==> src/rtl/colgen_pkg.sv <==
package colgen_pkg;

  // Burst ordering selected with the column command
  typedef enum logic {
    ORD_SEQ = 1'b0,
    ORD_ILV = 1'b1
  } order_e;

  // Length code values with a defined meaning
  localparam int unsigned LEN_CODE_W   = 3;
  localparam int unsigned MAX_FIX_LOG2 = 3;   // codes 0..3 give 1..8 beats
  localparam int unsigned PAGE_CODE    = 7;   // full-page burst

endpackage

==> src/rtl/colgen_rst_sync.sv <==
module colgen_rst_sync #(
  parameter int unsigned STAGES = 2
) (
  input  logic clk,
  input  logic rst_n,
  output logic rst_sync_n
);

  logic [STAGES-1:0] chain_q;
  logic [STAGES-1:0] chain_d;

  always_comb begin
    chain_d = {chain_q[STAGES-2:0], 1'b1};
  end

  always_ff @(posedge clk or negedge rst_n) begin
    if (!rst_n) begin
      chain_q <= '0;
    end else begin
      chain_q <= chain_d;
    end
  end

  assign rst_sync_n = chain_q[STAGES-1];

endmodule

==> src/rtl/colgen_cfg_decode.sv <==
module colgen_cfg_decode
  import colgen_pkg::*;
#(
  parameter int unsigned COL_W = 10
) (
  input  logic [LEN_CODE_W-1:0] code_i,
  input  logic                  order_i,
  output logic [COL_W-1:0]      mask_o,
  output logic                  full_o,
  output logic                  ilv_o
);

  logic fixed;

  // Codes 0..MAX_FIX_LOG2 are power-of-two lengths; reserved ones give mask 0
  assign fixed  = (code_i <= LEN_CODE_W'(MAX_FIX_LOG2));
  assign full_o = (code_i == LEN_CODE_W'(PAGE_CODE));
  assign ilv_o  = (order_e'(order_i) == ORD_ILV) && !full_o;

  // Bit b wraps inside the burst when b < log2(length)
  for (genvar b = 0; b < COL_W; b++) begin : g_mask
    if (b < MAX_FIX_LOG2) begin : g_low
      assign mask_o[b] = fixed && (code_i > LEN_CODE_W'(b));
    end else begin : g_high
      assign mask_o[b] = 1'b0;
    end
  end

endmodule

==> src/rtl/colgen_beat_ctr.sv <==
module colgen_beat_ctr #(
  parameter int unsigned COL_W = 10
) (
  input  logic             clk,
  input  logic             rst_n,
  input  logic             load_i,
  input  logic             adv_i,
  input  logic [COL_W-1:0] mask_i,
  input  logic             full_i,
  output logic [COL_W-1:0] idx_o,
  output logic             final_o
);

  localparam logic [COL_W-1:0] STEP = COL_W'(1);

  logic [COL_W-1:0] idx_q;
  logic [COL_W-1:0] idx_d;
  logic             idx_en;

  always_comb begin
    idx_en = load_i || adv_i;
    idx_d  = idx_q;
    if (load_i) begin
      idx_d = '0;
    end else if (adv_i) begin
      idx_d = idx_q + STEP;   // wraps modulo 2**COL_W in full-page mode
    end
  end

  always_ff @(posedge clk or negedge rst_n) begin
    if (!rst_n) begin
      idx_q <= '0;
    end else if (idx_en) begin
      idx_q <= idx_d;
    end
  end

  assign idx_o   = idx_q;
  // The beat index reaches length-1 exactly when it equals the wrap mask
  assign final_o = !full_i && (idx_q == mask_i);

endmodule

==> src/rtl/colgen_addr_form.sv <==
module colgen_addr_form #(
  parameter int unsigned COL_W = 10
) (
  input  logic [COL_W-1:0] base_i,
  input  logic [COL_W-1:0] idx_i,
  input  logic [COL_W-1:0] mask_i,
  input  logic             full_i,
  input  logic             ilv_i,
  output logic [COL_W-1:0] col_o
);

  logic [COL_W-1:0] sum;
  logic [COL_W-1:0] mix;
  logic [COL_W-1:0] low;

  always_comb begin
    sum = base_i + idx_i;
    mix = base_i ^ idx_i;
    low = ilv_i ? mix : sum;
    if (full_i) begin
      col_o = sum;
    end else begin
      col_o = (base_i & ~mask_i) | (low & mask_i);
    end
  end

endmodule

==> src/rtl/sdram_burst_colgen.sv <==
module sdram_burst_colgen
  import colgen_pkg::*;
#(
  parameter int unsigned COL_W = 10
) (
  input  logic                  clk,
  input  logic                  rst_n,
  input  logic                  go_i,
  input  logic [COL_W-1:0]      col_start_i,
  input  logic [LEN_CODE_W-1:0] len_code_i,
  input  logic                  order_i,
  input  logic                  stop_i,
  output logic [COL_W-1:0]      col_o,
  output logic                  beat_valid_o,
  output logic                  beat_last_o
);

  logic             rst_core_n;

  logic [COL_W-1:0] dec_mask;
  logic             dec_full;
  logic             dec_ilv;

  logic             act_q,  act_d;
  logic [COL_W-1:0] base_q;
  logic [COL_W-1:0] mask_q;
  logic             full_q;
  logic             ilv_q;

  logic [COL_W-1:0] idx;
  logic             at_final;
  logic             adv;

  colgen_rst_sync #(.STAGES(2)) u_rst (
    .clk        (clk),
    .rst_n      (rst_n),
    .rst_sync_n (rst_core_n)
  );

  colgen_cfg_decode #(.COL_W(COL_W)) u_dec (
    .code_i  (len_code_i),
    .order_i (order_i),
    .mask_o  (dec_mask),
    .full_o  (dec_full),
    .ilv_o   (dec_ilv)
  );

  // Next-state for the burst-active flag
  always_comb begin
    adv   = act_q && !go_i && !stop_i && !at_final;
    act_d = act_q;
    if (go_i) begin
      act_d = 1'b1;
    end else if (act_q && (stop_i || at_final)) begin
      act_d = 1'b0;
    end
  end

  always_ff @(posedge clk or negedge rst_core_n) begin
    if (!rst_core_n) begin
      act_q <= 1'b0;
    end else begin
      act_q <= act_d;
    end
  end

  // Burst settings, loaded only with a command
  always_ff @(posedge clk or negedge rst_core_n) begin
    if (!rst_core_n) begin
      base_q <= '0;
      mask_q <= '0;
      full_q <= 1'b0;
      ilv_q  <= 1'b0;
    end else if (go_i) begin
      base_q <= col_start_i;
      mask_q <= dec_mask;
      full_q <= dec_full;
      ilv_q  <= dec_ilv;
    end
  end

  colgen_beat_ctr #(.COL_W(COL_W)) u_ctr (
    .clk     (clk),
    .rst_n   (rst_core_n),
    .load_i  (go_i),
    .adv_i   (adv),
    .mask_i  (mask_q),
    .full_i  (full_q),
    .idx_o   (idx),
    .final_o (at_final)
  );

  colgen_addr_form #(.COL_W(COL_W)) u_form (
    .base_i (base_q),
    .idx_i  (idx),
    .mask_i (mask_q),
    .full_i (full_q),
    .ilv_i  (ilv_q),
    .col_o  (col_o)
  );

  assign beat_valid_o = act_q;
  assign beat_last_o  = act_q && at_final;

endmodule

==> config.mk <==
export PLATFORM = sky130hd
export DESIGN_NAME = sdram_burst_colgen
export DESIGN_NICKNAME = d
export VERILOG_FILES = /design/src/rtl/colgen_pkg.sv /design/src/rtl/colgen_rst_sync.sv /design/src/rtl/colgen_cfg_decode.sv /design/src/rtl/colgen_beat_ctr.sv /design/src/rtl/colgen_addr_form.sv /design/src/rtl/sdram_burst_colgen.sv
export SDC_FILE = /design/constraint.sdc
export NUM_CORES = 1
export LEC_CHECK = 0
export ABC_CLOCK_PERIOD_IN_PS = 1800
export CAP_MARGIN = 30
export CORE_MARGIN = 2
export CORE_UTILIZATION = 35
export CTS_CLUSTER_SIZE = 28
export DETAILED_ROUTE_END_ITERATION = 10
export DONT_BUFFER_PORTS = 1
export PLACE_DENSITY = 0.61
export SLEW_MARGIN = 5
export SYNTH_ARGS = -nofsm -noshare
export SYNTH_HDL_FRONTEND = slang
export SYNTH_SLANG_ARGS = --single-unit
export TNS_END_PERCENT = 1
==> constraint.sdc <==
create_clock -name clk -period 1.8 [get_ports clk]
set_input_delay 0 -clock clk [delete_from_list [all_inputs] [get_ports clk]]
set_output_delay 0 -clock clk [all_outputs]
set_load 0.005 [all_outputs]
==> metrics.md, run 1 <==
| Metric | Value |
|---|---|
| Reg clk slew, reported paths | `about 90 ps` |
| Data required, critical path | `1800 ps` |
| Die Span Y | `between 70 and 80 um` |
| Cell row count | `26` |
| Clock Latency Late Sink | `between 200 and 300 ps` |
| Post-synth top area cell | `dfrtp_1` |
| Area occupied by multi-input gates | `0.001187 mm^2` |
| First-pass GRT wire length | `roughly 7600 um` |
| Avg WL per Cell | `between 10 and 15 um` |
| Drt first pass iters | `4` |
| Seq/Total Area, Yosys | `37.06%` |
| Hold Crit Class | `in -> reg` |
| Worst Setup Start Kind | `register` |
| Mapped Cells | `190` |
| Ranking of synthesized cells by area | `dfrtp_1 37%, mux2_2 8.9%, ha_1 6.6%` |
| Hold depth | `3` |
| Synth top cells by count | `28 x dfrtp_1, 17 x nor2_1, 15 x mux2_2, 11 x nand2_1, 10 x ha_1` |
| Setup repair after global routing missed its margin | `true` |
| Top Family by Delay on Critical Path | `compound AO/OA/AOI/OAI gates` |
| Placed cell areas | `about 0.0021 mm^2` |
| Final setup viols | `7` |
| Tcrit/Tclk final | `118.8%` |
| Routed WL | `about 4300 um` |
| Clock Sinks | `28` |
| Tmin final | `around 2100 ps` |
| Fill count | `around 480` |
| Hold Vio Cnt, Final | `0` |
| Number of global-route vias before repair | `between 1500 and 2000` |
| Iteration-0 DRC Markers | `just under 100` |
| Total Routing Usage GR | `approximately 16%` |
| Initial antenna violation count | `0` |
| Yosys warning count | `0` |
| HPWL after DPL | `approximately 3300 um` |
| Count leader, synth | `dfrtp_1` |
| Critical Path End Type | `primary output` |
| Synth unique cells | `57` |
| Buffers added on ports | `0` |
| CTS tree | `built` |
| Gpl congestion | `0.7950` |
| DR DRC count | `0` |
| Crit-path max FO | `3` |
| Yosys reg bits | `28` |
| P_leak | `between 1 and 1.5 nW` |
| Synth Net Count | `roughly 220` |
| Reg2Reg Depth | `8` |
| Syn Area/Cell | `approximately 10 um^2` |
| Nets | `roughly 270` |
| Top_reg_cell synth | `dfrtp_1` |
| Register area | `between 700 and 800 um^2` |
| Drt via density | `between 5 and 6` |
| Fin. max-slew vios | `0` |
| Fmax | `467.8 MHz` |
| DIE AREA | `approximately 0.006 mm^2` |
| Synth Cell Area | `around 0.0019 mm^2` |
| H-tree levels | `1` |
| Area Growth Syn to Fin | `31.50%` |
| Via count | `1591` |
| Pwr Total | `between 1 and 1.5 mW` |
| Critical Path AT | `roughly 2100 ps` |
| Hold_sp | `len_code_i[2]` |
| CTS Buffer Depth | `2` |
| Post-layout util | `~48%` |
| Worst R2R Setup Slack | `120 ps` |
| Finished Cell Area | `about 0.0025 mm^2` |
| Final WS setup | `-337.5 ps` |
| CP Cell Sequence | `ha_2 > fa_2 > a21oi_2 > o21ai_2 > o21a_1 > or3_1 > a31o_1` |
| Synth async-reset ratio | `100.0%` |
| Hold Path End | `ilv_q$_DFFE_PN0P_` |
| Final ANT Viol Nets | `0` |
| Critical path's largest stage delay | `390 ps` |
| Slowest cell on crit path | `dfrtp_1` |
| Share of cells above drive strength 1 | `between 20% and 30%` |
| GRT overflow | `0` |
| Antenna Diode Count | `0` |
| Status | `finished, violations left` |
| R2R Path End | `u_ctr.idx_o[1]$_DFFE_PN0P_` |
| Die Width | `roughly 77 um` |
| # Max-Cap Violations | `0` |
| Root Driver | `clkbuf_8` |
| Worst vdd ir | `between 0.0002 and 0.00025 V` |
| Largest net degree at the start of global routing | `30` |
| Ports | `30` |
| Core Area | `slightly above 0.005 mm^2` |
| Crit Path Category | `reg -> out` |
| Share of the synthesized area in the top cell type | `a little under two fifths` |
| Worst Skew | `2.461 ps` |
| RR Startpoint | `u_ctr.idx_o[0]$_DFFE_PN0P_` |
| Pwr/cell area | `between 500 and 600 mW/mm^2` |
| Violated checks | `setup timing` |
| Crit path buffers/inverters | `0` |
| CTS buffer count | `3` |
| Initial Util | `between 30% and 40%` |
| Number of synthesized flops with an enable pin | `0` |
[power by group]
group	switching (mW)	total, mW	internal, mW
Clock	0.184	0.334	0.150
Sequential	0.0375	0.708	0.670
Combinational	0.204	0.430	0.227
[per-layer routing]
metal / track usage, % / share of wire, % / vias to the layer above
met5: 0 / 0 / -
li1: - / - / 802
met1: 21.77 / 49 / 762
met4: 4.286 / 1.1 / 0
met2: 24.78 / 47 / 23
met3: 2.558 / 3.2 / 4
[worst max path at each step]
stage / cells past startpoint / to / slack (ps) / from
after global routing: 7 / col_o[6] / -430 / base_q[0]$_DFFE_PN0P_
after global placement: 7 / col_o[6] / -80 / base_q[0]$_DFFE_PN0P_
after floorplan: 7 / col_o[6] / -70 / u_ctr.idx_o[0]$_DFFE_PN0P_
final: 7 / col_o[6] / -340 / base_q[0]$_DFFE_PN0P_
after detailed placement: 7 / col_o[6] / -100 / u_ctr.idx_o[0]$_DFFE_PN0P_
after CTS: 7 / col_o[6] / -380 / base_q[0]$_DFFE_PN0P_
[state kept, by name, indices dropped and copies added, names as in the netlist]
register / cells
base_q: 10
beat_valid_o: 1
full_q: 1
ilv_q: 1
mask_q: 3
u_ctr.idx_o: 10
u_rst.chain_q: 2
[cell families (layout without fill, tap and decap cells)]
| kind of cell | after synthesis | in the layout | synth area share [%] |
|---|---|---|---|
| other cells | 1 | 1 | 0.1984 |
| fa+ha+maj | 11 | 11 | 7.677 |
| buf+inv | 12 | 60 | 3.044 |
| simple gates | 65 | 65 | 18.73 |
| mux | 17 | 17 | 9.993 |
| flops | 28 | 28 | 37.06 |
| compound gates | 45 | 45 | 18.20 |
| xor+xnor | 11 | 11 | 5.096 |
[through the flow]
step	hold WS [ps]	setup TNS [ps]	cells	worst slack, ps
after floorplan	-295.6	-71.47	190	-71.47
after global placement	-295.5	-120.2	280	-75.70
after detailed placement	-295.5	-187.2	280	-99.21
after CTS	9.818	-1690	305	-375.0
after global routing	48.73	-2316	308	-433.5
final	13.17	-1629	308	-337.5
[cell usage in the layout, fill, tap and decap left out, types with 3 or more instances in the layout]
| cell type | synthesis | layout |
|---|---|---|
| dfrtp_1 | 28 | 28 |
| o21ai_0 | 7 | 7 |
| nor3_1 | 3 | 3 |
| buf_4 | 0 | 32 |
| clkbuf_8 | 0 | 3 |
| mux2_2 | 15 | 14 |
| dlygate4sd3_1 | 0 | 19 |
| xor2_1 | 3 | 3 |
| nand3_1 | 7 | 7 |
| inv_1 | 5 | 5 |
| or3_1 | 4 | 4 |
| o21ai_2 | 3 | 3 |
| nor2_1 | 17 | 17 |
| o211ai_1 | 3 | 3 |
| nand2_1 | 11 | 11 |
| nor2b_1 | 5 | 5 |
| ha_1 | 10 | 9 |
| a21oi_1 | 7 | 6 |
| xnor2_1 | 8 | 8 |
[area by class of cell]
| cell class | count | area share, % |
|---|---|---|
| sequential | 28 | 28.18 |
| tap | 70 | 3.523 |
| timing repair buffer | 52 | 18.12 |
| clock buffer | 3 | 1.661 |
| multi-input combinational | 150 | 47.76 |
| inverter | 5 | 0.7549 |
[worst min-delay path: stages]
cell and delay [ps]:
nand3_1 90, nand3_1 80, o21ai_0 80
[repair_timing]
item,in CTS,in global routing
hold buffers,20,0
buffers inserted,2,3
endpoints found under the hold margin,28,0
setup endpoints to repair,7,8
gates resized for setup,3,5
pin swaps,5,4
Power figures use the tool's default switching activity.
==> run 2: changes to the inputs <==
- CORE_MARGIN: 2 -> 3
==> metrics.md, run 2 (synthesized netlist as in run 1, its figures left out) <==
| Metric | Value |
|---|---|
| Status | `finished, violations left (unchanged)` |
| Violated checks | `setup timing (unchanged)` |
| Crit Path Category | `reg -> out (unchanged)` |
| Drt via density | `5.158 (was 5.166)` |
| DIE AREA | `0.006319 mm^2 (was 0.006005 mm^2)` |
| Buffers added on ports | `0 (unchanged)` |
| Gpl congestion | `0.8006 (was 0.7950)` |
| Register area | `700.7 um^2 (unchanged)` |
| Commonest non-fill, non-tap cell in the layout | `dfrtp_1 (was buf_4)` |
| Setup TNS | `-1684 ps (was -1629 ps)` |
| Iteration-0 DRC Markers | `78 (was 98)` |
| Avg WL per Cell | `14.66 um (was 14.07 um)` |
| Worst Skew | `4.196 ps (was 2.461 ps)` |
| Clock Sinks | `28 (unchanged)` |
| Critical path's largest stage delay | `430 ps (was 390 ps)` |
| Slowest cell on crit path | `dfrtp_1 (unchanged)` |
| DR DRC count | `0 (unchanged)` |
| Fill count | `501 (was 478)` |
| Fin. max-slew vios | `0 (unchanged)` |
| First-pass GRT wire length | `7362 um (was 7617 um)` |
| Critical Path End Type | `primary output (unchanged)` |
| Worst Setup Start Kind | `register (unchanged)` |
| Initial antenna violation count | `0 (unchanged)` |
| Ports | `30 (unchanged)` |
| Nets | `264 (was 269)` |
| Initial Util | `36.55% (unchanged)` |
| Clock Latency Late Sink | `270 ps (about the same)` |
| Data required, critical path | `1800 ps (about the same)` |
| GRT overflow | `0 (unchanged)` |
| Final WS setup | `-390.2 ps (was -337.5 ps)` |
| Setup repair after global routing missed its margin | `true (unchanged)` |
| Tcrit/Tclk final | `121.7% (was 118.8%)` |
| Drt first pass iters | `4 (unchanged)` |
| Hold Vio Cnt, Final | `0 (unchanged)` |
| Tmin final | `2190 ps (was 2138 ps)` |
| Core Area | `0.005172 mm^2 (unchanged)` |
| Via count | `1568 (was 1591)` |
| Antenna Diode Count | `0 (unchanged)` |
| H-tree levels | `1 (unchanged)` |
| CTS Buffer Depth | `2 (unchanged)` |
| Number of global-route vias before repair | `1548 (was 1597)` |
| Fmax | `456.6 MHz (was 467.8 MHz)` |
| Share of cells above drive strength 1 | `29.06% (was 29.41%)` |
| Most frequent cells in the layout | `28 x dfrtp_1, 27 x buf_4, 19 x dlygate4sd3_1, 17 x nor2_1, 13 x mux2_2 (was 32 x buf_4, 28 x dfrtp_1, 19 x dlygate4sd3_1, 17 x nor2_1, 14 x mux2_2)` |
| Final setup viols | `8 (was 7)` |
| Final ANT Viol Nets | `0 (unchanged)` |
| Hold Crit Class | `in -> reg (unchanged)` |
| Critical Path AT | `2190 ps (was 2140 ps)` |
| Top Family by Delay on Critical Path | `compound AO/OA/AOI/OAI gates (unchanged)` |
| Reg clk slew, reported paths | `100 ps (was 90 ps)` |
| CTS buffer count | `3 (unchanged)` |
| Slew HR | `approximately 64%` |
| P_leak | `1.072 nW (was 1.086 nW)` |
| Die Span Y | `79.50 um (was 77.50 um)` |
| Total Routing Usage GR | `14.90% (was 15.53%)` |
| # Max-Cap Violations | `0 (unchanged)` |
| Pwr/cell area | `653.9 mW/mm^2 (was 592.0 mW/mm^2)` |
| Worst vdd ir | `0.0003347 V (was 0.0002471 V)` |
| Crit path buffers/inverters | `0 (unchanged)` |
| CP Cell Sequence | `ha_4 > fa_2 > a21oi_4 > o21ai_2 > o21a_1 > or3_1 > a31o_1 (was ha_2 > fa_2 > a21oi_2 > o21ai_2 > o21a_1 > or3_1 > a31o_1)` |
| Root Driver | `clkbuf_8 (unchanged)` |
| Area occupied by multi-input gates | `0.001195 mm^2 (was 0.001187 mm^2)` |
| Crit-path max FO | `3 (unchanged)` |
| CTS tree | `built (unchanged)` |
| HPWL after DPL | `3330 um (was 3261 um)` |
| Least-Margin Pin Slew | `approximately 530 ps` |
| Area Growth Syn to Fin | `31.24% (was 31.50%)` |
| Routed WL | `4457 um (was 4335 um)` |
| Largest net degree at the start of global routing | `30 (unchanged)` |
| Cell row count | `26 (unchanged)` |
| Fin cells | `304 (was 308)` |
| Die Width | `79.50 um (was 77.50 um)` |
| Placed cells | `279 (was 280)` |
[run 2: changes by cell type in the layout (fill, tap and decap cells not counted), sizes merged]
cell and delta:
buf -5, bufinv +1
[run 2: through the flow]
| stage | hold slack [ps] | setup slack (ps) | util (%) | area, um^2 | power, mW |
|---|---|---|---|---|---|
| 2_1_floorplan | -295.6 | -71.47 | - | 1896 | 0.9644 |
| 3_3_place_gp | -295.5 | -74.75 | 41.36 | 2140 | 1.062 |
| 3_5_place_dp | -295.5 | -120.9 | 41.36 | 2140 | 1.071 |
| 4_1_cts | 24.27 | -431.3 | 47.00 | 2431 | 1.635 |
| 5_1_grt | 24.27 | -504.2 | 47.97 | 2481 | 1.718 |
| 6_report | 24.13 | -390.2 | 47.97 | 2481 | 1.622 |
[run 2: layout make-up]
| type | count | area share, % |
|---|---|---|
| Sequential cell | 28 | 28.24 |
| Tap cell | 70 | 3.530 |
| Timing Repair Buffer | 47 | 16.44 |
| Inverter | 5 | 0.7564 |
| Clock buffer | 3 | 1.664 |
| Multi-Input combinational cell | 150 | 48.16 |
| Clock inverter | 1 | 1.210 |
[run 2: timing repair]
| action | CTS | global route |
|---|---|---|
| hold buffers | 19 | 0 |
| gates cloned | 0 | 0 |
| endpoints found under the setup margin | 8 | 9 |
| resized for setup | 4 | 6 |
| pin swaps | 9 | 6 |
| hold endpoints to repair | 28 | 0 |
| setup buffers | 1 | 0 |
[run 2: worst min-delay path, stage by stage]
cell	delay, ps
nor2b_1	120
nand3_1	70
o21ai_0	70
[run 2: power breakdown]
group / internal (mW) / switching [mW] / total [mW]
registers: 0.670 / 0.0415 / 0.712
clock network: 0.298 / 0.197 / 0.495
logic: 0.215 / 0.201 / 0.416
[run 2: routing by layer]
layer | track usage (%) | vias to the layer above | part of all wire [%]
met5 | 0 | - | 0
met4 | 6.873 | 0 | 2.2
met3 | 2.032 | 7 | 2.8
met2 | 24.71 | 21 | 47
met1 | 19.10 | 751 | 47
li1 | - | 789 | -
[run 2: path summary, 6_finish.rpt]
check                                      startpoint                          to  slack, ps  cells past startpoint
min in group asynchronous  u_rst.chain_q[1]$_DFF_PN0_       base_q[6]$_DFFE_PN0P_        230                      1
max                        u_ctr.idx_o[0]$_DFFE_PN0P_                    col_o[6]       -390                      7
max in group asynchronous                       rst_n  u_rst.chain_q[0]$_DFF_PN0_       1200                      2
min reg2reg                u_rst.chain_q[1]$_DFF_PN0_       base_q[6]$_DFFE_PN0P_        230                      1
min                                     len_code_i[1]       mask_q[2]$_DFFE_PN0P_         20                      3
max reg2reg                u_ctr.idx_o[6]$_DFFE_PN0P_  u_ctr.idx_o[1]$_DFFE_PN0P_        150                      6
